<file path="src/rtl/abfg_pkg.sv">
package abfg_pkg;
  typedef enum logic [1:0] {
    FMT_I2S  = 2'd0,
    FMT_DSPA = 2'd1,
    FMT_DSPB = 2'd2,
    FMT_RSVD = 2'd3
  } fmt_e;

  function automatic logic is_dsp(input logic [1:0] f);
    return f != FMT_I2S;
  endfunction
endpackage

</file>
<file path="src/rtl/abfg_clk_div.sv">
module abfg_clk_div #(
  parameter int DIV_W = 8
) (
  input  logic             clk,
  input  logic             rst_n,
  input  logic             en,
  input  logic [DIV_W-1:0] div_m1,
  output logic             raw_bclk,
  output logic             fall_tick
);
  logic [DIV_W-1:0] cnt_q, cnt_d;
  logic             bclk_q, bclk_d;
  logic             tick;

  always_comb begin
    tick   = (cnt_q == div_m1);
    cnt_d  = cnt_q;
    bclk_d = bclk_q;
    if (!en) begin
      cnt_d  = '0;
      bclk_d = 1'b0;
    end else if (tick) begin
      cnt_d  = '0;
      bclk_d = ~bclk_q;
    end else begin
      cnt_d  = cnt_q + 1'b1;
    end
  end

  always_ff @(posedge clk or negedge rst_n) begin
    if (!rst_n) begin
      cnt_q  <= '0;
      bclk_q <= 1'b0;
    end else begin
      cnt_q  <= cnt_d;
      bclk_q <= bclk_d;
    end
  end

  assign raw_bclk  = bclk_q;
  assign fall_tick = en & tick & bclk_q;
endmodule

</file>
<file path="src/rtl/abfg_frame_cnt.sv">
module abfg_frame_cnt #(
  parameter int CNT_W = 10
) (
  input  logic             clk,
  input  logic             rst_n,
  input  logic             en,
  input  logic             fall_tick,
  input  logic [CNT_W-1:0] fper_m1,
  output logic [CNT_W-1:0] bit_idx,
  output logic             running,
  output logic             fstart
);
  logic [CNT_W-1:0] idx_q, idx_d;
  logic             run_q, run_d;
  logic             stb_q, stb_d;
  logic             wrap;

  always_comb begin
    wrap  = (idx_q == fper_m1);
    idx_d = idx_q;
    run_d = run_q;
    stb_d = 1'b0;
    if (!en) begin
      idx_d = fper_m1;
      run_d = 1'b0;
    end else if (fall_tick) begin
      idx_d = wrap ? '0 : idx_q + 1'b1;
      run_d = 1'b1;
      stb_d = wrap;
    end
  end

  always_ff @(posedge clk or negedge rst_n) begin
    if (!rst_n) begin
      idx_q <= '0;
      run_q <= 1'b0;
      stb_q <= 1'b0;
    end else begin
      idx_q <= idx_d;
      run_q <= run_d;
      stb_q <= stb_d;
    end
  end

  assign bit_idx = idx_q;
  assign running = run_q;
  assign fstart  = stb_q;
endmodule

</file>
<file path="src/rtl/abfg_shaper.sv">
module abfg_shaper
  import abfg_pkg::*;
#(
  parameter int CNT_W = 10
) (
  input  logic             raw_bclk,
  input  logic             running,
  input  logic [CNT_W-1:0] bit_idx,
  input  logic [CNT_W-1:0] wid_m1,
  input  logic [1:0]       fmt,
  input  logic             bclk_inv,
  input  logic             fs_inv,
  output logic             bclk_o,
  output logic             fsync_o
);
  logic [CNT_W-1:0] wid_eff;
  logic             active;
  logic             low_active;

  always_comb begin
    wid_eff    = is_dsp(fmt) ? '0 : wid_m1;
    active     = running && (bit_idx <= wid_eff);
    low_active = ~(fs_inv ^ is_dsp(fmt));
    fsync_o    = active ^ low_active;
    bclk_o     = raw_bclk ^ bclk_inv;
  end
endmodule

</file>
<file path="src/rtl/audio_bclk_fs_gen.sv">
module audio_bclk_fs_gen #(
  parameter int DIV_W = 8,
  parameter int CNT_W = 10
) (
  input  logic             clk,
  input  logic             rst_n,
  input  logic             en,
  input  logic [DIV_W-1:0] div_m1,
  input  logic [CNT_W-1:0] fper_m1,
  input  logic [CNT_W-1:0] wid_m1,
  input  logic [1:0]       fmt,
  input  logic             bclk_inv,
  input  logic             fs_inv,
  output logic             bclk_o,
  output logic             fsync_o,
  output logic             fstart_o
);
  logic             raw_bclk;
  logic             fall_tick;
  logic [CNT_W-1:0] bit_idx;
  logic             running;

  abfg_clk_div #(.DIV_W(DIV_W)) u_div (
    .clk(clk), .rst_n(rst_n), .en(en), .div_m1(div_m1),
    .raw_bclk(raw_bclk), .fall_tick(fall_tick)
  );

  abfg_frame_cnt #(.CNT_W(CNT_W)) u_frm (
    .clk(clk), .rst_n(rst_n), .en(en), .fall_tick(fall_tick),
    .fper_m1(fper_m1), .bit_idx(bit_idx), .running(running),
    .fstart(fstart_o)
  );

  abfg_shaper #(.CNT_W(CNT_W)) u_shp (
    .raw_bclk(raw_bclk), .running(running), .bit_idx(bit_idx),
    .wid_m1(wid_m1), .fmt(fmt), .bclk_inv(bclk_inv), .fs_inv(fs_inv),
    .bclk_o(bclk_o), .fsync_o(fsync_o)
  );
endmodule

</file>
<file path="config.mk">
export PLATFORM = sky130hd
export DESIGN_NAME = audio_bclk_fs_gen
export DESIGN_NICKNAME = d
export VERILOG_FILES = /design/src/rtl/abfg_pkg.sv /design/src/rtl/abfg_clk_div.sv /design/src/rtl/abfg_frame_cnt.sv /design/src/rtl/abfg_shaper.sv /design/src/rtl/audio_bclk_fs_gen.sv
export SDC_FILE = /design/constraint.sdc
export NUM_CORES = 1
export LEC_CHECK = 0
export BUFFER_PORTS_ARGS = -buffer_cell sky130_fd_sc_hd__buf_2
export CAP_MARGIN = 20
export CORE_MARGIN = 2
export CORE_UTILIZATION = 49
export DETAILED_ROUTE_END_ITERATION = 6
export PLACE_DENSITY = 0.76
export SYNTH_ARGS = -nofsm -noshare
export SYNTH_HDL_FRONTEND = slang
export SYNTH_SLANG_ARGS = --single-unit
</file>
<file path="constraint.sdc">
create_clock -name clk -period 2.4 [get_ports clk]
set_input_delay 0.48 -clock clk [delete_from_list [all_inputs] [get_ports clk]]
set_output_delay 0.48 -clock clk [all_outputs]
set_load 0.01 [all_outputs]
</file>
==> impl_metrics.env, run 1 <==
export IMPL_io_pins=38
export IMPL_cts_root_buf="clkbuf_4"
export IMPL_yosys_register_bits=21
export IMPL_antenna_found_initial=0
export IMPL_clk_pin_slew_ns=0.12
export IMPL_finalMaxSlewViolations=0
export IMPL_die_y_um=62.5
export IMPL_status="complete, but fails checks"
export IMPL_reg2reg_to="u_frm.bit_idx[1]"
export IMPL_synth_nets=239
export IMPL_worst_slack_ns=-0.170
export IMPL_nets=289
export IMPL_layout_drive_gt1_share=0.270
export IMPL_synth_mux_area_frac=0.00598
export IMPL_multi_input_area_um2=1150
export IMPL_overflow=0
export IMPL_drt_initial_drc_count=39
export IMPL_p_leak_nw=0.979
export IMPL_synth_xor_area_frac=0.146
export IMPL_drt_total_wl_um=3940
export IMPL_numPlacedInstances=281
export IMPL_yosys_area_share_simple=0.245
export IMPL_setup_viol=1
export IMPL_place_gp_congestion=0.869
export IMPL_grt_pass1_vias=1497
export IMPL_power_internal_mw=0.560
export IMPL_diodes=0
export IMPL_via_per_inst=5.49
export IMPL_yosysWarningCount=0
export IMPL_hold_class="in2async"
export IMPL_peakVddDrop_v=0.000411
export IMPL_clock_sinks=21
export IMPL_cts_tree="yes"
export IMPL_seqPwrFrac=0.480
export IMPL_die_width_um=62.5
export IMPL_max_slew_margin=0.681
export IMPL_fin_crit_ns=2.57
export IMPL_worst_hold_slack_ns=0.119
export IMPL_final_util=0.633
export IMPL_dieArea_um2=3900
export IMPL_violations="negative setup slack"
export IMPL_crit_type="in2out"
export IMPL_n_fill_cell=300
export IMPL_cp_required_ns=1.92
export IMPL_finalClockSkew_ns=0.00379
export IMPL_reg2reg_depth=6
export IMPL_switching_share=0.324
export IMPL_cts_htree_levels=1
export IMPL_async_flop_share=1.00
export IMPL_clockPowerShare=0.207
export IMPL_preCtsSetupSlack_ns=-0.267
export IMPL_num_rows=21
export IMPL_coreArea_um2=3310
export IMPL_seqCellArea_um2=526
export IMPL_grt_use_total=0.208
export IMPL_drc_errors=0
export IMPL_hpwl_um=2990
export IMPL_rsz0062_at_grt="yes"
export IMPL_avgRoutedWirePerCell_um=13.7
export IMPL_end_kind="output pin"
export IMPL_path_max_fanout=5
export IMPL_startpoint_type="primary input"
export IMPL_grt_pass1_wl_um=6640
export IMPL_synth_area_per_cell_um2=8.72
export IMPL_antenna_left=0
export IMPL_cts_buffers=3
export IMPL_period_share=1.07
export IMPL_worstReg2RegStart="u_div.cnt_q[1]"
export IMPL_synth_cell_types=36
export IMPL_dr_pass1_iters=4
export IMPL_hold_viol=0
export IMPL_synth_area_um2=1670
export IMPL_synth_top_family_by_area="simple AND/OR/NAND/NOR gates"
export IMPL_power_density_cell_area_nw_per_um2=395
export IMPL_synth_edf_count=0
export IMPL_initial_core_util=0.506
export IMPL_switching_power_mw=0.268
export IMPL_io_buffers=37
export IMPL_finalNonFillerCells=287
export IMPL_fmax_mhz=389
export IMPL_power_total_mw=0.827
export IMPL_synth_compound_area_frac=0.167
export IMPL_vias=1577
export IMPL_yosys_area_share_adder=0.0897
export IMPL_grt_max_degree=22
export IMPL_synth_ff_type="dfrtp_1"
export IMPL_cts_buffer_depth=2
export IMPL_clk_latency_ns=0.29
export IMPL_rrSetupSlack_ns=0.44
export IMPL_netlist_instances=192
export IMPL_ctsHoldBuffers=0
export IMPL_synth_sequential_area_ratio=0.314
export IMPL_tightest_slew_ns=0.479
export IMPL_combPwrFrac=0.313
export IMPL_arrival_ns=2.09
export IMPL_syn_to_final_growth_pct=25.2
export IMPL_maxCapViolations=0
==> state kept, by name (all words and copies together), names as in the netlist <==
signal / count
u_div.raw_bclk: 1
u_frm.running: 1
u_frm.bit_idx: 10
u_div.cnt_q: 8
u_frm.fstart: 1
==> per-layer routing <==
metal | GRT usage | vias to the layer above | wire, µm
li1 | - | 790 | -
met1 | 0.288 | 736 | 1790
met2 | 0.351 | 45 | 1920
met3 | 0.0198 | 6 | 174
met4 | 0.0556 | 0 | 54
met5 | 0 | - | 0
==> cell usage after synthesis, types with 2 or more instances <==
cell type	n	area (µm²)
ha_1	12	150
a31oi_1	4	25.0
nor2_1	21	78.8
xnor2_1	2	17.5
o21a_1	2	15.0
o21ai_0	4	20.0
a41o_1	5	50.1
nand3_1	8	40.0
inv_1	7	26.3
a21oi_1	10	50.1
clkbuf_1	7	26.3
nor4_4	2	42.5
nand2b_1	2	12.5
nand2_1	20	75.1
a22oi_1	4	30.0
o41a_1	2	22.5
xor2_1	26	228
and2_1	2	12.5
nand4_1	2	12.5
a21o_1	2	15.0
nor4_1	4	25.0
and3_1	5	31.3
nor3_1	6	30.0
dfrtp_1	21	526
==> power by group through the flow <==
| stage | registers (mW) | clock network, mW | logic, mW |
|---|---|---|---|
| after floorplan | 0.399 | 0 | 0.150 |
| after global placement | 0.403 | 0 | 0.236 |
| after detailed placement | 0.403 | 0 | 0.243 |
| after CTS | 0.396 | 0.178 | 0.252 |
| after global routing | 0.401 | 0.192 | 0.291 |
| final | 0.397 | 0.171 | 0.259 |
==> critical path, cell delays in order <==
cell and delay (ns):
buf_8 0.11, nor2_4 0.14, nand2_1 0.12, ha_4 0.29
and3_4 0.18, o21ai_2 0.06, o311a_1 0.30, a2bb2oi_2 0.16
xnor2_2 0.12, buf_2 0.14
==> cell type report <==
class,instances,area share
multi-input combinational,158,0.550
sequential,21,0.251
timing repair buffer,51,0.146
tap,46,0.0275
clock buffer,4,0.0125
inverter,7,0.0125
==> stage by stage <==
stage | setup TNS [ns] | cell area [µm²]
global route | -0.241 | 2100
detailed placement | -0.267 | 2010
floorplan | 0 | 1710
finish | -0.170 | 2100
global placement | -0.222 | 2010
CTS | -0.138 | 2070
==> worst max path at each step <==
stage / start / endpoint / slack (ns)
after detailed placement: fmt[1] / fsync_o / -0.27
after floorplan: fmt[1] / fsync_o / 0.005
final: fmt[0] / fsync_o / -0.17
after CTS: fmt[0] / fsync_o / -0.14
after global routing: fmt[0] / fsync_o / -0.24
after global placement: fmt[1] / fsync_o / -0.22
==> kinds of logic (layout without fill, tap and decap cells) <==
kind of cell | Yosys count | count (layout)
simple gates | 77 | 78
compound gates | 39 | 39
xor+xnor | 28 | 28
flops | 21 | 21
buf+inv | 14 | 62
fa+ha+maj | 12 | 12
mux | 1 | 1
==> layout by cell type (no fill, tap or decap), drive strengths merged, types with 2 or more instances in the layout <==
cell	netlist	layout
buf	0	51
xor2	26	26
nor2	21	22
dfrtp	21	21
nand2	20	20
ha	12	12
a21oi	10	10
nand3	9	9
inv	7	7
nor3	6	6
nor4	6	6
a41o	5	5
and3	5	5
a31oi	4	4
a22oi	4	4
o21ai	4	4
clkbuf	7	4
and2	2	2
a21o	2	2
nand4	2	2
nand2b	2	2
o41a	2	2
o21a	2	2
xnor2	2	2
==> repair_timing <==
item | 4_1_cts | 5_1_grt
gates cloned | 1 | 0
setup endpoints to repair | 1 | 1
setup buffers | 1 | 0
pin swaps | 4 | 0
resized for setup | 6 | 4
(Power assumes the default switching activity.)
==> run 2, diff against run 1 <==
--- a/config.mk
+++ b/config.mk
@@ -5,12 +5,13 @@
 export SDC_FILE = /design/constraint.sdc
 export NUM_CORES = 1
 export LEC_CHECK = 0
+export ABC_AREA = 1
 export BUFFER_PORTS_ARGS = -buffer_cell sky130_fd_sc_hd__buf_2
 export CAP_MARGIN = 20
 export CORE_MARGIN = 2
-export CORE_UTILIZATION = 49
+export CORE_UTILIZATION = 50
 export DETAILED_ROUTE_END_ITERATION = 6
-export PLACE_DENSITY = 0.76
+export PLACE_DENSITY = 0.77
 export SYNTH_ARGS = -nofsm -noshare
 export SYNTH_HDL_FRONTEND = slang
 export SYNTH_SLANG_ARGS = --single-unit
==> run 2 against run 1 <==
The run still ends with negative setup slack left; first-iteration DRC count rose to 3.6 times the previous value; clock power rose by 38%; clock skew rose by 0.0020 ns; via count rose by 11%; fmax rose by 6.1%; sequential cell count did not move; combinational power rose by 44%; critical path type unchanged; critical endpoint unchanged; largest power group unchanged.
==> impl_metrics.env, run 2 <==
export IMPL_status="complete, but fails checks"
export IMPL_violations="negative setup slack"
export IMPL_drt_initial_drc_count=140
export IMPL_synth_nets=298
export IMPL_ys_top_cells_by_count="94 x nand2_1, 21 x dfrtp_1, 16 x inv_1, 16 x nand3_1"
export IMPL_n_fill_cell=333
export IMPL_use_met2=0.327
export IMPL_antenna_found_initial=0
export IMPL_fin_crit_ns=2.42
export IMPL_busiest_layer="met2"
export IMPL_setup_tns_final_ns=-0.0229
export IMPL_clk_latency_ns=0.26
export IMPL_startpoint_type="primary input"
export IMPL_grt_use_met1=0.263
export IMPL_p_leak_nw=1.13
export IMPL_ys_top_cells_by_area="dfrtp_1 28%, nand2_1 19%, ha_1 8.0%"
export IMPL_drc_errors=0
export IMPL_tightest_slew_ns=0.489
export IMPL_avgRoutedWirePerCell_um=12.6
export IMPL_preCtsSetupSlack_ns=-0.0411
export IMPL_max_stage_delay_ns=0.31
export IMPL_worst_path_max_delay_cell="ha_1"
export IMPL_numPlacedInstances=334
export IMPL_layout_commonest_cell="nand2_1"
export IMPL_synth_area_um2=1870
export IMPL_die_y_um=65.1
export IMPL_synth_edf_count=0
export IMPL_hpwl_um=2920
export IMPL_hold_viol=0
export IMPL_grt_max_degree=24
export IMPL_synth_top_cell_by_area="dfrtp_1"
export IMPL_synth_area_per_cell_um2=7.43
export IMPL_cts_htree_levels=1
export IMPL_maxCapViolations=0
export IMPL_grt_pass1_wl_um=6510
export IMPL_clk_pin_slew_ns=0.08
export IMPL_synth_most_common_cell="nand2_1"
export IMPL_async_flop_share=1.00
export IMPL_initial_core_util=0.513
export IMPL_overflow=0
export IMPL_syn_to_final_growth_pct=21.7
export IMPL_io_pins=38
export IMPL_drt_total_wl_um=4290
export IMPL_path_cells="buf_2 > nor2_4 > buf_6 > nand2_1 > ha_1 > nand2_2 > o21ai_2 > nand2_1 > nand3_1 > nand2_1 > nand2_1 > nand2_1 > nand2_1 > buf_2"
export IMPL_peakVddDrop_v=0.000418
export IMPL_io_buffers=37
export IMPL_finalMaxSlewViolations=0
export IMPL_cp_common_cell="nand2_1"
export IMPL_worst_slack_ns=-0.0229
export IMPL_path_buf_inv=3
export IMPL_ctsHoldBuffers=0
export IMPL_yosysTopAreaCellShare=0.282
export IMPL_layout_drive_gt1_share=0.308
export IMPL_synth_ff_type="dfrtp_1"
export IMPL_grt_use_total=0.196
export IMPL_period_share=1.01
export IMPL_final_cell_mix="86 x nand2_1, 37 x buf_2, 21 x dfrtp_1, 16 x inv_1, 16 x nand3_1"
export IMPL_num_rows=22
export IMPL_path_max_fanout=5
export IMPL_finalNonFillerCells=340
export IMPL_cts_root_buf="clkbuf_8"
export IMPL_place_gp_congestion=0.796
export IMPL_arrival_ns=1.94
export IMPL_hold_class="in2async"
export IMPL_coreArea_um2=3630
export IMPL_power_density_cell_area_nw_per_um2=463
export IMPL_synth_cell_types=32
export IMPL_synth_sequential_area_ratio=0.282
export IMPL_yosysWarningCount=0
export IMPL_vias=1745
export IMPL_end_kind="output pin"
export IMPL_yosys_register_bits=21
export IMPL_dr_pass1_iters=4
export IMPL_finalClockSkew_ns=0.00576
export IMPL_die_width_um=65.1
export IMPL_largest_register_ffs=10
export IMPL_gr_usage_met3=0.0330
export IMPL_grt_pass1_vias=1519
export IMPL_clock_sinks=21
export IMPL_rsz0062_at_grt="yes"
export IMPL_via_per_inst=5.13
export IMPL_cp_required_ns=1.92
export IMPL_dieArea_um2=4240
export IMPL_cts_buffers=3
export IMPL_diodes=0
export IMPL_nets=340
export IMPL_crit_type="in2out"
export IMPL_top_regs="u_frm.bit_idx (10), u_div.cnt_q (8)"
export IMPL_regMostFlops="u_frm.bit_idx"
export IMPL_netlist_instances=251
export IMPL_fmax_mhz=413
export IMPL_antenna_left=0
export IMPL_critPathTopFamily="simple AND/OR/NAND/NOR gates"
export IMPL_cts_buffer_depth=2
export IMPL_max_slew_margin=0.674
export IMPL_setup_viol=1
export IMPL_final_util=0.625
export IMPL_cts_tree="yes"
[run 2: cell count changes after synthesis, sizes merged, moves of 6 or more]
cell,delta
nand2,+78
nand3,+18
xor2,-17
xnor2,+11
nor4,-6
inv,+11
[run 2: layout make-up]
class,count,area (µm²),area share
Multi-Input combinational cell,203,1330,0.584
Timing Repair Buffer,42,230,0.101
Clock buffer,4,45.0,0.0198
Sequential cell,21,526,0.232
Inverter,22,82.6,0.0364
Tap cell,48,60.1,0.0265
[run 2: through the flow]
step / hold WS [ns] / instance area (µm²) / total power, mW
global route: 0.200 / 2270 / 1.12
CTS: 0.185 / 2130 / 0.996
global placement: 0.471 / 2070 / 0.740
finish: 0.170 / 2270 / 1.05
detailed placement: 0.473 / 2070 / 0.751
floorplan: 0.184 / 1870 / 0.655
[run 2: logic make-up (layout without fill, tap and decap cells)]
group           Yosys count  count (layout)  synth area share
simple gates            155             155             0.412
buf+inv                  27              68            0.0758
xor+xnor                 22              22             0.103
flops                    21              21             0.282
compound gates           14              14            0.0469
fa+ha+maj                12              12            0.0805
[run 2: timing repair]
item                                    in CTS  in global routing
endpoints found under the setup margin       1                  1
cloned                                       0                  1
setup buffers                                0                  1
pin swaps                                    1                  9
resized for setup                            4                 22
[run 2: path summary, 6_finish.rpt]
kind                       slack [ns]             start  cells past startpoint                to
setup / recovery                -0.02            fmt[0]                     14           fsync_o
hold / removal                   0.17             rst_n                      1    u_div.cnt_q[4]
setup reg to reg                 0.66  u_frm.bit_idx[1]                     10  u_frm.bit_idx[8]
hold reg to reg                  0.52     u_frm.running                      2     u_frm.running
max in group asynchronous        1.90             rst_n                      1    u_div.raw_bclk
min in group clk                 0.52     u_frm.running                      2     u_frm.running
[run 2: layer usage]
metal / wire length (µm) / part of all wire
met4: 78 / 0.018
met3: 231 / 0.054
met5: 0 / 0
met2: 2130 / 0.50
met1: 1850 / 0.43
[run 2: power by group]
group | leakage, nW | internal [mW] | switching [mW]
clock network | 0.0228 | 0.118 | 0.117
registers | 0.275 | 0.381 | 0.0597
logic | 0.829 | 0.172 | 0.202
total | 1.13 | 0.672 | 0.379
==> run 3, diff against run 2 <==
--- a/config.mk
+++ b/config.mk
@@ -12,6 +12,7 @@
 export CORE_UTILIZATION = 50
 export DETAILED_ROUTE_END_ITERATION = 6
 export PLACE_DENSITY = 0.77
+export RECOVER_POWER = 50
 export SYNTH_ARGS = -nofsm -noshare
 export SYNTH_HDL_FRONTEND = slang
 export SYNTH_SLANG_ARGS = --single-unit
==> run 3 against run 2 <==
The flow still finishes with violations (negative setup slack); power increased by 0.27%; fmax about the same; sequential power about the same; die area unchanged; worst hold slack improved by 0.26 ns; non-clock buffer count unchanged; critical path type unchanged; critical endpoint unchanged.
==> impl_metrics.env, run 3 (same netlist as run 2, synthesis figures left out) <==
export IMPL_placed_area_um2=2070
export IMPL_syn_to_final_growth_pct=21.5
export IMPL_path_buf_inv=3
export IMPL_violations="negative setup slack"
export IMPL_rsz0062_at_grt="yes"
export IMPL_cp_required_ns=1.92
export IMPL_cts_buffer_depth=2
export IMPL_layout_drive_gt1_share=0.301
export IMPL_final_util=0.624
export IMPL_crit_type="in2out"
export IMPL_cts_htree_levels=1
export IMPL_clk_latency_ns=0.26
export IMPL_overflow=0
export IMPL_grt_max_degree=24
export IMPL_coreArea_um2=3630
export IMPL_path_max_fanout=5
export IMPL_p_leak_nw=1.12
export IMPL_cts_tree="yes"
export IMPL_die_width_um=65.1
export IMPL_initial_core_util=0.513
export IMPL_grt_use_met1=0.263
export IMPL_place_gp_congestion=0.796
export IMPL_fin_crit_ns=2.42
export IMPL_arrival_ns=1.94
export IMPL_numPlacedInstances=334
export IMPL_avgRoutedWirePerCell_um=12.7
export IMPL_critPathTopFamily="simple AND/OR/NAND/NOR gates"
export IMPL_drt_total_wl_um=4320
export IMPL_hold_viol=0
export IMPL_worst_slack_ns=-0.0239
export IMPL_startpoint="fmt[0]"
export IMPL_cts_root_buf="clkbuf_8"
export IMPL_num_rows=22
export IMPL_power_density_cell_area_nw_per_um2=465
export IMPL_dr_pass1_iters=4
export IMPL_busiest_layer="met2"
export IMPL_maxCapViolations=0
export IMPL_io_buffers=37
export IMPL_max_slew_margin=0.213
export IMPL_antenna_left=0
export IMPL_dieArea_um2=4240
export IMPL_setup_viol=1
export IMPL_status="complete, but fails checks"
export IMPL_hold_class="in2async"
export IMPL_finalMaxSlewViolations=0
export IMPL_final_cell_mix="86 x nand2_1, 35 x buf_2, 21 x dfrtp_1, 16 x inv_1, 16 x nand3_1"
export IMPL_reg2reg_depth=10
export IMPL_io_pins=38
export IMPL_antenna_found_initial=0
export IMPL_layout_commonest_cell="nand2_1"
export IMPL_ctsHoldBuffers=0
export IMPL_cts_buffers=3
export IMPL_reg2reg_to="u_frm.bit_idx[8]"
export IMPL_drt_initial_drc_count=130
export IMPL_diodes=0
export IMPL_hpwl_um=2920
export IMPL_vias=1751
export IMPL_rrSetupSlack_ns=0.67
export IMPL_max_stage_delay_ns=0.31
export IMPL_n_fill_cell=333
export IMPL_grt_pass1_wl_um=6510
export IMPL_preCtsSetupSlack_ns=-0.0411
export IMPL_startpoint_type="primary input"
export IMPL_fin_area_um2=2270
export IMPL_grt_pass1_vias=1519
export IMPL_fmax_mhz=413
export IMPL_drc_errors=0
export IMPL_top_regs="u_frm.bit_idx (10), u_div.cnt_q (8)"
export IMPL_use_met2=0.327
export IMPL_via_per_inst=5.15
export IMPL_finalNonFillerCells=340
export IMPL_end_kind="output pin"
export IMPL_clk_pin_slew_ns=0.08
export IMPL_crit_cells=14
export IMPL_cp_common_cell="nand2_1"
export IMPL_grt_use_total=0.196
export IMPL_finalClockSkew_ns=0.00721
export IMPL_clock_sinks=21
export IMPL_period_share=1.01
export IMPL_tightest_slew_ns=1.18
export IMPL_worstReg2RegStart="u_frm.bit_idx[1]"
export IMPL_die_y_um=65.1
export IMPL_gr_usage_met3=0.0330
export IMPL_largest_register_ffs=10
export IMPL_regMostFlops="u_frm.bit_idx"
export IMPL_nets=340
export IMPL_path_cells="buf_2 > nor2_4 > buf_6 > nand2_1 > ha_1 > nand2_2 > o21ai_2 > nand2_1 > nand3_1 > nand2_1 > nand2_1 > nand2_1 > nand2_1 > buf_2"
export IMPL_peakVddDrop_v=0.000420
export IMPL_worst_path_max_delay_cell="ha_1"
## run 3: cell types whose count changed in the layout (fill, tap and decap cells not counted), sizes merged
cell / delta
buf: -2
clkbuf: +2
## run 3: layout make-up
class	count	area, µm²	share of cell area
clock buffer	4	45.0	0.0199
inverter	22	82.6	0.0364
multi-input combinational	203	1330	0.585
sequential	21	526	0.232
tap	48	60.1	0.0265
timing repair buffer	42	228	0.100
## run 3: metrics by stage
step	power [mW]	setup TNS, ns	hold slack (ns)
global placement	0.740	0	0.471
detailed placement	0.751	-0.0411	0.473
global route	1.12	-0.142	0.517
floorplan	0.655	0	0.184
finish	1.05	-0.0239	0.432
CTS	0.996	0	0.185
## run 3: report_power, final
group,internal [mW],switching [mW],total [mW]
clock,0.118,0.120,0.238
sequential,0.381,0.0602,0.442
combinational,0.171,0.202,0.374
## run 3: layer usage
layer	wire [µm]	share of wire
met2	2130	0.49
met4	65	0.015
met5	0	0
met3	244	0.057
met1	1880	0.44
## run 3: repair_timing
action,in CTS,in global routing
cloned,0,1
pin swaps,1,9
gates resized for setup,4,22
buffers inserted,0,1
endpoints found under the setup margin,1,1
## run 3: how the worst max path moves through the flow
stage               to
2_1_floorplan  fsync_o
3_3_place_gp   fsync_o
3_5_place_dp   fsync_o
4_1_cts        fsync_o
5_1_grt        fsync_o
6_report       fsync_o
